[src/rtl/mdio_pkg.sv]
package mdio_pkg;
  localparam int FRAME_BITS   = 64;
  localparam int TA_FIRST_BIT = 46;
  localparam int TA_LAST_BIT  = 47;
  localparam int DATA_FIRST   = 48;
  localparam int BIT_CNT_W    = $clog2(FRAME_BITS);

  localparam int CMD_GO_POS   = 20;
  localparam int CMD_RD_POS   = 17;
  localparam int CMD_PHY_LSB  = 8;
  localparam int CMD_REG_LSB  = 0;

  localparam logic [1:0] SEL_CMD  = 2'd0;
  localparam logic [1:0] SEL_DATA = 2'd1;
  localparam logic [1:0] SEL_STAT = 2'd2;

  typedef struct packed {
    logic       rd;
    logic [4:0] phy;
    logic [4:0] regad;
  } mgmt_cmd_t;

  function automatic logic [FRAME_BITS-1:0] build_frame(input mgmt_cmd_t c,
                                                        input logic [15:0] wd);
    return {{32{1'b1}}, 2'b01, (c.rd ? 2'b10 : 2'b01), c.phy, c.regad,
            (c.rd ? 2'b11 : 2'b10), (c.rd ? 16'hFFFF : wd)};
  endfunction
endpackage

[src/rtl/mdio_rst_sync.sv]
module mdio_rst_sync (
  input  logic clk,
  input  logic rst_n,
  output logic rst_sync_n
);
  logic [1:0] stage_q;

  always_ff @(posedge clk or negedge rst_n) begin
    if (!rst_n) stage_q <= 2'b00;
    else        stage_q <= {stage_q[0], 1'b1};
  end

  assign rst_sync_n = stage_q[1];
endmodule

[src/rtl/mdio_mdc_gen.sv]
module mdio_mdc_gen #(
  parameter int HALF_DIV = 2
) (
  input  logic clk,
  input  logic rst_n,
  input  logic run,
  output logic mdc,
  output logic rise_tick,
  output logic fall_tick
);
  localparam int CW = (HALF_DIV > 1) ? $clog2(HALF_DIV) : 1;

  logic [CW-1:0] cnt_q, cnt_d;
  logic          mdc_q, mdc_d;
  logic          terminal;

  assign terminal  = run && (cnt_q == CW'(HALF_DIV - 1));
  assign rise_tick = terminal && !mdc_q;
  assign fall_tick = terminal &&  mdc_q;
  assign mdc       = mdc_q;

  always_comb begin
    cnt_d = cnt_q;
    mdc_d = mdc_q;
    if (!run) begin
      cnt_d = '0;
      mdc_d = 1'b0;
    end else if (terminal) begin
      cnt_d = '0;
      mdc_d = !mdc_q;
    end else begin
      cnt_d = cnt_q + 1'b1;
    end
  end

  always_ff @(posedge clk or negedge rst_n) begin
    if (!rst_n) begin
      cnt_q <= '0;
      mdc_q <= 1'b0;
    end else begin
      cnt_q <= cnt_d;
      mdc_q <= mdc_d;
    end
  end
endmodule

[src/rtl/mdio_frame_engine.sv]
module mdio_frame_engine
  import mdio_pkg::*;
(
  input  logic            clk,
  input  logic            rst_n,
  input  logic            start,
  input  mgmt_cmd_t       cmd,
  input  logic [15:0]     wdata,
  input  logic            rise_tick,
  input  logic            fall_tick,
  input  logic            mdio_i,
  output logic            busy,
  output logic            mdio_o,
  output logic            mdio_oe,
  output logic            done_rd,
  output logic [15:0]     rd_word,
  output logic            ta_high
);
  logic [FRAME_BITS-1:0] sreg_q, sreg_d;
  logic [BIT_CNT_W-1:0]  bit_q, bit_d;
  logic                  busy_q, busy_d, rd_q, rd_d, ta_q, ta_d;
  logic [15:0]           rsh_q, rsh_d;
  logic                  last_bit;

  assign last_bit = (bit_q == BIT_CNT_W'(FRAME_BITS - 1));

  always_comb begin
    sreg_d  = sreg_q;
    bit_d   = bit_q;
    busy_d  = busy_q;
    rd_d    = rd_q;
    ta_d    = ta_q;
    rsh_d   = rsh_q;
    done_rd = 1'b0;
    if (start) begin
      busy_d = 1'b1;
      bit_d  = '0;
      rd_d   = cmd.rd;
      sreg_d = build_frame(cmd, wdata);
    end else if (busy_q) begin
      if (rise_tick && rd_q) begin
        if (bit_q == BIT_CNT_W'(TA_LAST_BIT)) ta_d = mdio_i;
        if (bit_q >= BIT_CNT_W'(DATA_FIRST))  rsh_d = {rsh_q[14:0], mdio_i};
      end
      if (fall_tick) begin
        if (last_bit) begin
          busy_d  = 1'b0;
          done_rd = rd_q;
        end else begin
          bit_d  = bit_q + 1'b1;
          sreg_d = {sreg_q[FRAME_BITS-2:0], 1'b1};
        end
      end
    end
  end

  always_ff @(posedge clk or negedge rst_n) begin
    if (!rst_n) begin
      sreg_q <= '0;
      bit_q  <= '0;
      busy_q <= 1'b0;
      rd_q   <= 1'b0;
      ta_q   <= 1'b0;
      rsh_q  <= '0;
    end else begin
      sreg_q <= sreg_d;
      bit_q  <= bit_d;
      busy_q <= busy_d;
      rd_q   <= rd_d;
      ta_q   <= ta_d;
      rsh_q  <= rsh_d;
    end
  end

  assign busy    = busy_q;
  assign mdio_o  = sreg_q[FRAME_BITS-1];
  assign mdio_oe = busy_q && (!rd_q || (bit_q < BIT_CNT_W'(TA_FIRST_BIT)));
  assign rd_word = rsh_q;
  assign ta_high = ta_q;

  // the line only moves where MDC falls
  a_r4_mdio_moves_on_fall: assert property (@(posedge clk) disable iff (!rst_n)
    busy_q && !fall_tick |=> $stable(mdio_o));
  // a frame ends only after its last bit
  a_r10_end_on_last_bit: assert property (@(posedge clk) disable iff (!rst_n)
    $fell(busy_q) |-> $past(bit_q) == BIT_CNT_W'(FRAME_BITS - 1));
  // a new frame is never loaded over a running one
  a_r8_start_when_idle: assert property (@(posedge clk) disable iff (!rst_n)
    start |-> !busy_q);
endmodule

[src/rtl/mdio_cmd_master.sv]
module mdio_cmd_master
  import mdio_pkg::*;
#(
  parameter int MDC_HALF_DIV = 2
) (
  input  logic        clk,
  input  logic        rst_n,
  input  logic        reg_we,
  input  logic [1:0]  reg_addr,
  input  logic [31:0] reg_wdata,
  output logic [31:0] reg_rdata,
  output logic        mdc,
  output logic        mdio_o,
  output logic        mdio_oe,
  input  logic        mdio_i
);
  logic        rst_sync_n;
  logic        busy, rise_tick, fall_tick, done_rd, ta_high, accept;
  logic [15:0] rd_word;
  mgmt_cmd_t   cmd_q, cmd_d, new_cmd;
  logic [1:0]  op_q, op_d;
  logic [15:0] wdat_q, wdat_d, rdat_q, rdat_d;
  logic        nores_q, nores_d;
  logic        unused_wbits;

  assign unused_wbits = ^{reg_wdata[31:21], reg_wdata[19:18]};

  mdio_rst_sync u_rst_sync (.clk(clk), .rst_n(rst_n), .rst_sync_n(rst_sync_n));

  mdio_mdc_gen #(.HALF_DIV(MDC_HALF_DIV)) u_mdc_gen (
    .clk(clk), .rst_n(rst_sync_n), .run(busy), .mdc(mdc),
    .rise_tick(rise_tick), .fall_tick(fall_tick));

  assign new_cmd.rd    = reg_wdata[CMD_RD_POS];
  assign new_cmd.phy   = reg_wdata[CMD_PHY_LSB +: 5];
  assign new_cmd.regad = reg_wdata[CMD_REG_LSB +: 5];
  assign accept = reg_we && (reg_addr == SEL_CMD) && reg_wdata[CMD_GO_POS] && !busy;

  mdio_frame_engine u_engine (
    .clk(clk), .rst_n(rst_sync_n), .start(accept), .cmd(new_cmd), .wdata(wdat_q),
    .rise_tick(rise_tick), .fall_tick(fall_tick), .mdio_i(mdio_i), .busy(busy),
    .mdio_o(mdio_o), .mdio_oe(mdio_oe), .done_rd(done_rd), .rd_word(rd_word),
    .ta_high(ta_high));

  always_comb begin
    cmd_d   = cmd_q;
    op_d    = op_q;
    wdat_d  = wdat_q;
    rdat_d  = rdat_q;
    nores_d = nores_q;
    if (accept) begin
      cmd_d = new_cmd;
      op_d  = {new_cmd.rd, !new_cmd.rd};
    end
    if (reg_we && (reg_addr == SEL_DATA)) wdat_d = reg_wdata[15:0];
    if (done_rd) begin
      rdat_d  = rd_word;
      nores_d = ta_high;
    end
  end

  always_ff @(posedge clk or negedge rst_sync_n) begin
    if (!rst_sync_n) begin
      cmd_q   <= '0;
      op_q    <= '0;
      wdat_q  <= '0;
      rdat_q  <= '0;
      nores_q <= 1'b0;
    end else begin
      cmd_q   <= cmd_d;
      op_q    <= op_d;
      wdat_q  <= wdat_d;
      rdat_q  <= rdat_d;
      nores_q <= nores_d;
    end
  end

  always_comb begin
    case (reg_addr)
      SEL_CMD:  reg_rdata = {11'd0, busy, 2'd0, op_q, 3'd0, cmd_q.phy, 3'd0, cmd_q.regad};
      SEL_DATA: reg_rdata = {rdat_q, wdat_q};
      SEL_STAT: reg_rdata = {31'd0, nores_q};
      default:  reg_rdata = 32'd0;
    endcase
  end

  // idle means a quiet management line
  a_r1_idle_quiet: assert property (@(posedge clk) disable iff (!rst_sync_n)
    !busy |-> !mdc && !mdio_oe);
  // commands during a frame leave the fields alone
  a_r8_cmd_held: assert property (@(posedge clk) disable iff (!rst_sync_n)
    busy && reg_we && (reg_addr == SEL_CMD) |=> $stable(cmd_q) && $stable(op_q));
  // write frames never touch the status bit
  a_r7_status_kept: assert property (@(posedge clk) disable iff (!rst_sync_n)
    !(busy && fall_tick) |=> $stable(nores_q));
endmodule

[config.mk]
export PLATFORM = sky130hd
export DESIGN_NAME = mdio_cmd_master
export DESIGN_NICKNAME = d
export VERILOG_FILES = /design/src/rtl/mdio_pkg.sv /design/src/rtl/mdio_rst_sync.sv /design/src/rtl/mdio_mdc_gen.sv /design/src/rtl/mdio_frame_engine.sv /design/src/rtl/mdio_cmd_master.sv
export SDC_FILE = /design/constraint.sdc
export NUM_CORES = 1
export LEC_CHECK = 0
export BUFFER_PORTS_ARGS = -buffer_cell sky130_fd_sc_hd__clkbuf_2
export CORE_ASPECT_RATIO = 1.5
export CORE_MARGIN = 3
export CORE_UTILIZATION = 35
export CTS_CLUSTER_DIAMETER = 100
export DETAILED_ROUTE_END_ITERATION = 10
export SYNTH_ARGS = -nofsm -noshare
export SYNTH_HDL_FRONTEND = slang
export SYNTH_HIERARCHICAL = 1
export SYNTH_SLANG_ARGS = --single-unit
export TNS_END_PERCENT = 5
[constraint.sdc]
create_clock -name clk -period 7.39 [get_ports clk]
set_input_delay 1.478 -clock clk [delete_from_list [all_inputs] [get_ports clk]]
set_output_delay 1.478 -clock clk [all_outputs]
set_load 0.1 [all_outputs]
==> results.json, run 1 <==
{
  "vdd_drop_max_mv": 0.177,
  "ys_seq_area_share_pct": 52.1,
  "vias": 4617,
  "synth_cell_type_count": 49,
  "status": "complete, no violations",
  "min_path_type": "reg2reg",
  "busiest_layer": "met2",
  "hpwlAfterDp_um": 9510,
  "post-route-min-period_ps": 4670,
  "grt_pass1_wl_um": 24400,
  "hold_viol_final": 0,
  "synthesis.area_mm2": 0.00663,
  "place_area_mm2": 0.00701,
  "maxCapViolations": 0,
  "ctsHoldBuffers": 0,
  "synth_nets": 603,
  "start_util_pct": 35.8,
  "fmax_mhz": 214,
  "cp_slowest_cell": "nor2b_4",
  "yosys.area.top_type": "dfrtp_1",
  "detail_route.wl_per_cell_um": 17.0,
  "yosys_most_used_dff": "dfrtp_1",
  "async_flop_share_pct": 100,
  "die_w_um": 118,
  "crit_buf_inv": 2,
  "fin_hold_ws_ps": 352,
  "synth-edff-count": 0,
  "final_nets": 638,
  "first_global_vias": 4678,
  "postRouteAntennaNets": 0,
  "tns_ps": 0,
  "leakagePower_nw": 3.31,
  "netlist_instances": 564,
  "postSynthAreaPerCell_um2": 11.8,
  "io_pins": 73,
  "cts.clk_slew.worst_paths_ps": 60,
  "areaGrowthSynthToFinish_pct": 15.2,
  "io_buffers": 58,
  "tightest_slew_ps": 1210,
  "crit_type": "in2out",
  "insertedDiodeCount": 0,
  "rsz0062_at_grt": "false",
  "post_cts_resize_count": 0,
  "dieArea_mm2": 0.0207,
  "grt_overflow": 0,
  "cts_tree": "yes",
  "synth_warnings": 6,
  "grt_max_degree": 84,
  "max_stage_delay_ps": 520,
  "clk_latency_ps": 420,
  "relSlewSlack_pct": 19.4,
  "skew_ps": 11.2,
  "grt_use_met3_pct": 3.17,
  "rows": 61,
  "clock_tree.root_cell": "clkbuf_16",
  "met2_usage_pct": 24.3,
  "report.final.setup_viol": 0,
  "worstPathCellList": "clkbuf_2, nor2b_4, nand2_1, o21ai_0, clkbuf_2",
  "dr.pass1.iters": 4,
  "critPathLaunchType": "primary input",
  "yosysTopAreaCellShare_pct": 52.1,
  "worstPathArrival_ps": 3190,
  "grt_usage_pct": 14.6,
  "drive_above_1_share_pct": 27.9,
  "ctsHtreeMaxLevel": 4,
  "p_per_area_mw_per_mm2": 367,
  "drc": 0,
  "via_per_inst": 5.34,
  "die_h_um": 175,
  "wirelength_um": 14600,
  "cts_buffers": 17,
  "gp_congestion": 0.796,
  "cts_setup_buffers": 0,
  "crit_top_cell": "clkbuf_2",
  "design_area_mm2": 0.00764,
  "worstSetupEndpointType": "primary output",
  "required_ps": 5910,
  "first_iter_violations": 473,
  "clock_sinks": 138,
  "grtUsageMet1_pct": 18.3,
  "synthTopCellsByArea": "dfrtp_1 (52%), mux2i_1 (7.5%), mux2_2 (7.5%)",
  "crit_fanout": 21,
  "yosys_register_bits": 138,
  "antenna_found_initial": 0,
  "critical-path-top-delay-family": "buffers and inverters",
  "coreArea_mm2": 0.0185,
  "finalCritPeriodShare_pct": 63.2,
  "clock_path_buffers": 2,
  "slew_viol_final": 0
}
-- power breakdown --
part | internal, W | switching, W
combinational | 0.000301 | 0.000450
sequential | 0.000991 | 0.000168
clock | 0.000575 | 0.000322
total | 0.00187 | 0.000940
-- final timing paths --
path	to	start	cells past startpoint	slack, ps
min	u_rst_sync/stage_q[1]	u_rst_sync/stage_q[0]	0	350
max in group asynchronous	u_engine/sreg_q[52]	u_rst_sync/stage_q[1]	1	5530
min reg2reg	u_rst_sync/stage_q[1]	u_rst_sync/stage_q[0]	0	350
max reg2reg	rdat_q[3]	u_engine/bit_q[4]	4	4380
max	reg_rdata[0]	reg_addr[0]	5	2720
min in group asynchronous	u_engine/bit_q[3]	u_rst_sync/stage_q[1]	0	470
-- cell families (layout without fill, tap and decap cells) --
family                     count (synthesis)  in the layout  synth area share (%)
buffers and inverters                     57            105                  4.92
muxes                                    113            113                  19.3
adders and majority gates                  1              1                 0.189
xor gates and xnor gates                   1              1                 0.132
other                                      1              1                0.0565
DFF                                      138            138                  52.1
AOI/OAI and AO/OA                         93             93                  11.4
and+or+nand+nor                          160            160                  12.0
-- metrics by stage --
stage	setup slack [ps]	util, %	cells	power (W)
final	2720	41.2	864	0.00281
after global routing	2590	41.2	864	0.00296
after CTS	2690	41.2	864	0.00283
after detailed placement	2710	37.8	832	0.00192
after global placement	2740	37.8	832	0.00188
after floorplan	1970	-	564	0.00176
-- placed cells by master, fill, tap and decap left out, types with 3 or more instances in the layout --
cell and count:
o2bb2ai_1 15, o2111ai_1 12, nand3_1 44, mux2_2 44
nor2_1 53, buf_4 9, clkbuf_2 58, a2bb2oi_1 10
clkinv_2 4, nand2_1 23, a21oi_1 18, dfrtp_1 137
bufinv_16 4, o311ai_1 3, inv_1 6, o32a_1 16
clkbuf_16 17, mux2_4 18, o211ai_1 10, mux2i_1 50
and2_1 21, inv_6 3
-- cells in the mapped netlist (all sizes together), types with 2 or more instances --
library cell and number:
o2bb2ai 15, dfrtp 138, nor2 53, a2bb2oi 10, and2 22, buf 30, nor2b 3, nand4 2
o211ai 10, o311ai 3, mux2 63, clkbuf 21, and3 2, o32a 16, nand2 24, o2111ai 12
mux2i 50, nor4 3, nand3 45, nor3 2, a31oi 2, inv 6, a21oi 19
-- metal layers --
metal | vias to the layer above | share of wire [%]
met3 | 27 | 4.3
met1 | 2351 | 42
met4 | 0 | 2.5
met2 | 125 | 51
met5 | - | 0
li1 | 2114 | -
-- final cells by class --
type	count	area [µm²]
inverter	6	22.5
clock inverter	14	191
multi-input combinational	369	2860
tap	252	315
clock buffer	18	439
sequential	138	3460
fill	1756	10900
timing repair buffer	67	358
-- flip-flops by register name, indices dropped and copies added (netlist names) --
register / cells
u_engine/rd_q: 1
op_q: 2
u_mdc_gen/cnt_q: 1
u_engine/ta_high: 1
u_engine/rd_word: 16
u_engine/bit_q: 6
u_rst_sync/stage_q: 2
nores_q: 1
cmd_q: 10
rdat_q: 16
u_engine/sreg_q: 64
u_mdc_gen/mdc: 1
wdat_q: 16
u_engine/busy: 1
Power figures use the tool's default switching activity.
==> run 2, diff against run 1 <==
==> constraint.sdc (replaced) <==
create_clock -name clk -period 4 [get_ports clk]
set_input_delay 0.8 -clock clk [delete_from_list [all_inputs] [get_ports clk]]
set_output_delay 0.8 -clock clk [all_outputs]
set_load 0.1 [all_outputs]
==> results.json, run 2 (synthesis gave the netlist of run 1 again) <==
{
  "status": "complete, no violations",
  "dieArea_mm2": 0.0207,
  "fmax_mhz": 321,
  "start_util_pct": 35.8,
  "required_ps": 3200,
  "final_common_cell": "dfrtp_1",
  "grt_max_degree": 49,
  "rsz0062_at_grt": "false",
  "crit_type": "in2out",
  "detail_route.wl_per_cell_um": 17.2,
  "crit_top_cell": "clkbuf_2",
  "largest_reg_flops": 64,
  "maxCapViolations": 0,
  "min_path_type": "in2async",
  "p_per_area_mw_per_mm2": 679,
  "worstSetupEndpointType": "primary output",
  "vias": 4606,
  "cts_setup_buffers": 0,
  "areaGrowthSynthToFinish_pct": 16.0,
  "ctsHoldBuffers": 0,
  "design_area_mm2": 0.00769,
  "p_int_w": 0.00350,
  "p_clk_share_pct": 32.5,
  "hold_viol_final": 0,
  "via_per_inst": 5.30,
  "vdd_drop_max_mv": 0.482,
  "crit_fanout": 21,
  "worstPathArrival_ps": 2320,
  "place_area_mm2": 0.00705,
  "hpwlAfterDp_um": 9740,
  "tns_ps": 0,
  "drc": 0,
  "wirelength_um": 14900,
  "regMostFlops": "u_engine/sreg_q",
  "post_cts_resize_count": 0,
  "dr.pass1.iters": 6,
  "final_nets": 643,
  "die_h_um": 175,
  "swShare_pct": 33.0,
  "p_sw_w": 0.00173,
  "critPathLaunch": "reg_addr[1]",
  "worstPathCellList": "clkbuf_2, nor2b_4, nand2_1, o21ai_0, clkbuf_2",
  "clock_path_buffers": 2,
  "coreArea_mm2": 0.0185,
  "cp_slowest_cell": "clkbuf_2",
  "skew_ps": 7.91,
  "clock_sinks": 138,
  "grt_usage_pct": 14.8,
  "report.final.setup_viol": 0,
  "io_pins": 73,
  "final_core_util_pct": 41.5,
  "clock_tree.root_cell": "clkbuf_16",
  "final_cell_mix": "dfrtp_1 (137), clkbuf_2 (58), nor2_1 (53)",
  "gp_congestion": 0.780,
  "clk_latency_ps": 420,
  "power_frac_comb_pct": 26.1,
  "post-route-min-period_ps": 3120,
  "leakagePower_nw": 3.34,
  "seq_power_share_pct": 41.4,
  "n_fill_cell": 1756,
  "rr_startpoint": "u_mdc_gen/mdc",
  "critical-path-top-delay-family": "buffers and inverters",
  "first_global_vias": 4791,
  "place_worst_setup_slack_ps": 827,
  "postRouteAntennaNets": 0,
  "cts_buffers": 17,
  "max_stage_delay_ps": 510,
  "grt_pass1_wl_um": 24700,
  "insertedDiodeCount": 0,
  "die_w_um": 118,
  "timing.final.ws_setup_ps": 881,
  "rows": 61,
  "slew_viol_final": 0,
  "first_iter_violations": 340,
  "crit_buf_inv": 2,
  "antenna_found_initial": 0,
  "ctsHtreeMaxLevel": 4,
  "tightest_slew_ps": 1150,
  "grt_overflow": 0,
  "drive_above_1_share_pct": 28.5,
  "cts_tree": "yes",
  "finalCritPeriodShare_pct": 78.0,
  "fin_hold_ws_ps": 152,
  "io_buffers": 58,
  "relSlewSlack_pct": 23.2,
  "critPathLaunchType": "primary input",
  "cts.clk_slew.worst_paths_ps": 60
}
## run 2: cell types whose count changed in the layout (fill, tap and decap cells not counted)
cell and delta:
clkinvlp_4 +2, clkbuf_8 +3, inv_6 -3, clkinv_2 -1, buf_4 +5, clkinv_4 -1
## run 2: per-stage QoR
stage	cells	total power, W
floorplan	564	0.00326
global placement	837	0.00348
global route	869	0.00550
CTS	869	0.00527
detailed placement	837	0.00355
finish	869	0.00522
## run 2: power by group through the flow
stage               Clock, W  Combinational, W  Sequential, W
floorplan                  0           0.00113        0.00213
global placement           0           0.00132        0.00216
detailed placement         0           0.00137        0.00218
CTS                  0.00173           0.00138        0.00216
global route         0.00178           0.00150        0.00222
finish               0.00169           0.00136        0.00216
## run 2: metal layers
metal,up-vias,global-route usage [%],wire (µm)
li1,2125,-,-
met1,2357,17.4,6270
met2,104,26.1,7780
met3,20,3.69,557
met4,0,5.65,324
met5,-,0,0
## run 2: worst register-to-register path: cells and delay by family (launching register included)
| kind | cells | cell delay, ps |
|---|---|---|
| buffers and inverters | 2 | 600 |
| flip-flops | 1 | 420 |
| multiplexers | 1 | 370 |
| AND/OR/NAND/NOR | 3 | 950 |
## run 2: layout make-up
class                      count  area [µm²]  share of cell area (%)
clock buffer                  21         480                    6.24
sequential                   138        3460                    44.9
multi-input combinational    369        2860                    37.1
inverter                       6        22.5                   0.293
timing repair buffer          72         395                    5.14
tap                          252         315                    4.10
clock inverter                11         166                    2.16
## run 2: final timing paths
path / endpoint / slack, ps / cells after the start
worst min register to register: u_engine/bit_q[3] / 320 / 0
worst max register to register: rdat_q[2] / 1550 / 6
worst max-delay path: reg_rdata[0] / 880 / 5
max in group asynchronous: u_engine/sreg_q[24] / 2640 / 1
worst min-delay path: u_rst_sync/stage_q[1] / 150 / 1
min in group clk: u_rst_sync/stage_q[1] / 350 / 0
==> run 3, diff against run 2 <==
--- a/config.mk
+++ b/config.mk
@@ -5,6 +5,7 @@
 export SDC_FILE = /design/constraint.sdc
 export NUM_CORES = 1
 export LEC_CHECK = 0
+export ABC_AREA = 1
 export BUFFER_PORTS_ARGS = -buffer_cell sky130_fd_sc_hd__clkbuf_2
 export CORE_ASPECT_RATIO = 1.5
 export CORE_MARGIN = 3
==> constraint.sdc (replaced) <==
create_clock -name clk -period 3 [get_ports clk]
set_input_delay 0.6 -clock clk [delete_from_list [all_inputs] [get_ports clk]]
set_output_delay 0.6 -clock clk [all_outputs]
set_load 0.1 [all_outputs]
==> results.json, run 3 <==
{
  "status": "complete, no violations",
  "via_per_inst": 4.82,
  "synth_nets": 792,
  "yosys.area.top_type": "dfrtp_1",
  "crit_buf_inv": 2,
  "regMostFlops": "u_engine/sreg_q",
  "worstPathCellList": "inv_1, o22ai_1, clkbuf_2",
  "maxCapViolations": 0,
  "synth_xor_area_share_pct": 0.138,
  "antenna_found_initial": 0,
  "max_stage_delay_ps": 500,
  "hold_viol_final": 0,
  "synth_top_family_by_area": "simple AND/OR/NAND/NOR gates",
  "synth_most_common_cell": "nand2_1",
  "critical-path-top-delay-family": "buffers and inverters",
  "synthMuxAreaShare_pct": 0.356,
  "crit_cells": 3,
  "clock_path_buffers": 2,
  "grt_usage_pct": 15.4,
  "yosys_most_used_dff": "dfrtp_1",
  "synth_cell_type_count": 32,
  "coreArea_mm2": 0.0176,
  "fin_hold_ws_ps": 240,
  "largest_reg_flops": 64,
  "crit_type": "reg2out",
  "worstPathArrival_ps": 1910,
  "gp_congestion": 0.776,
  "synth_commonest_cells": "nand2_1 (274), dfrtp_1 (138), inv_1 (62)",
  "finalCritPeriodShare_pct": 83.7,
  "synthTopCellsByArea": "dfrtp_1 (55%), nand2_1 (16%), o21ai_0 (4.8%)",
  "io_buffers": 58,
  "final_common_cell": "nand2_1",
  "crit_fanout": 14,
  "cts_tree": "yes",
  "postSynthAreaPerCell_um2": 8.41,
  "clk_latency_ps": 410,
  "p_per_area_mw_per_mm2": 859,
  "reg2reg_depth": 9,
  "worstSetupEndpoint": "reg_rdata[20]",
  "worstSetupEndpointType": "primary output",
  "synth_warnings": 6,
  "grt_max_degree": 71,
  "vdd_drop_max_mv": 0.515,
  "dieArea_mm2": 0.0198,
  "post-route-min-period_ps": 2510,
  "n_fill_cell": 1748,
  "first_global_vias": 4962,
  "netlist_instances": 753,
  "synth_compound_area_share_pct": 10.2,
  "slew_viol_final": 0,
  "final_core_util_pct": 42.7,
  "r2r_end": "u_engine/rd_word[14]",
  "tightest_slew_ps": 705,
  "rows": 59,
  "detail_route.wl_per_cell_um": 13.7,
  "drive_above_1_share_pct": 18.7,
  "io_pins": 73,
  "rsz0062_at_grt": "false",
  "grt_overflow": 0,
  "dr.pass1.iters": 5,
  "report.final.setup_viol": 0,
  "fmax_mhz": 398,
  "start_util_pct": 36.0,
  "required_ps": 2400,
  "dp_cells": 994,
  "synth_fa_ha_area_share_pct": 0.198,
  "die_h_um": 171,
  "finalPower_w": 0.00645,
  "die_w_um": 116,
  "cts.clk_slew.worst_paths_ps": 60,
  "min_path_type": "reg2async",
  "ys_seq_area_share_pct": 54.5,
  "rr_startpoint": "u_engine/busy",
  "reg2reg_setup_slack_ps": 530,
  "leakagePower_nw": 3.86,
  "yosysTopAreaCellShare_pct": 54.5,
  "final_nets": 840,
  "postRouteAntennaNets": 0,
  "synth_simple_gate_area_share_pct": 26.2,
  "critPathLaunchType": "flop",
  "skew_ps": 8.79,
  "cp_slowest_cell": "clkbuf_2",
  "cts_setup_buffers": 0,
  "first_iter_violations": 293,
  "async_flop_share_pct": 100,
  "vias": 4954,
  "synth-edff-count": 0,
  "cts_buffers": 17,
  "clock_sinks": 138,
  "ctsHtreeMaxLevel": 4,
  "areaGrowthSynthToFinish_pct": 18.6,
  "drc": 0,
  "insertedDiodeCount": 0,
  "critPathLaunch": "u_engine/busy",
  "hpwlAfterDp_um": 9180,
  "relSlewSlack_pct": 53.0,
  "grt_pass1_wl_um": 24200,
  "clock_tree.root_cell": "clkbuf_16",
  "wirelength_um": 14100,
  "stdcell_count": 1027,
  "synthesis.area_mm2": 0.00633,
  "yosys_register_bits": 138,
  "final_cell_mix": "nand2_1 (274), dfrtp_1 (137), inv_1 (61), o21ai_0 (61), nand3_1 (59)"
}
==> run 3: area by class of cell <==
| class | count | area (µm²) | area share (%) |
|---|---|---|---|
| Timing Repair Buffer | 72 | 566 | 7.53 |
| Tap cell | 213 | 267 | 3.55 |
| Inverter | 67 | 254 | 3.38 |
| Clock buffer | 18 | 439 | 5.85 |
| Multi-Input combinational cell | 505 | 2360 | 31.4 |
| Sequential cell | 138 | 3460 | 46.0 |
| Clock inverter | 14 | 169 | 2.25 |
==> run 3: how the worst min path moves through the flow <==
stage,startpoint,endpoint,slack (ps),cells past startpoint
floorplan,rst_n,u_rst_sync/stage_q[0],300,0
global placement,u_rst_sync/stage_q[1],u_engine/sreg_q[37],250,0
detailed placement,u_rst_sync/stage_q[1],u_engine/sreg_q[37],250,0
CTS,u_rst_sync/stage_q[1],u_engine/sreg_q[37],260,0
global route,u_rst_sync/stage_q[1],u_engine/sreg_q[37],280,0
finish,u_rst_sync/stage_q[1],u_engine/sreg_q[37],240,0
==> run 3: routing by layer <==
metal	vias up	share of wire, %	GRT usage (%)
met1	2374	46	20.1
met4	0	1.5	5.10
met3	16	3.0	2.97
li1	2483	-	-
met2	81	49	25.5
met5	-	0	0
==> run 3: power breakdown <==
part,internal [W],switching [W]
clock network,0.00133,0.000801
registers,0.00240,0.000272
logic,0.000529,0.00111
==> run 3: worst reg2reg max path: stages (launching register included) <==
cell and delay (ps):
dfrtp_1 490, inv_1 290, nand3_2 160, clkinv_1 100, inv_2 260, nand2_2 150
nor2_4 340, nand2_2 320, nor2_1 190, a21oi_1 60
==> run 3: cells by family after synthesis <==
kind of cell | after synthesis
fa+ha+maj | 1
buf+inv | 110
simple gates | 392
compound gates | 108
other cells | 1
flops | 138
xor+xnor | 1
mux | 2
==> run 3: what timing repair did <==
| item | CTS | global route |
|---|---|---|
| hold buffers | 1 | 0 |
| gates resized for setup | 0 | 0 |
| endpoints found under the hold margin | 2 | 0 |
==> run 3: through the flow <==
step	instance area [µm²]	TNS [ps]	setup WS (ps)
CTS	7510	0	448
finish	7510	0	488
global placement	6890	0	422
floorplan	6330	-1330	-437
detailed placement	6890	0	450
global route	7510	0	197
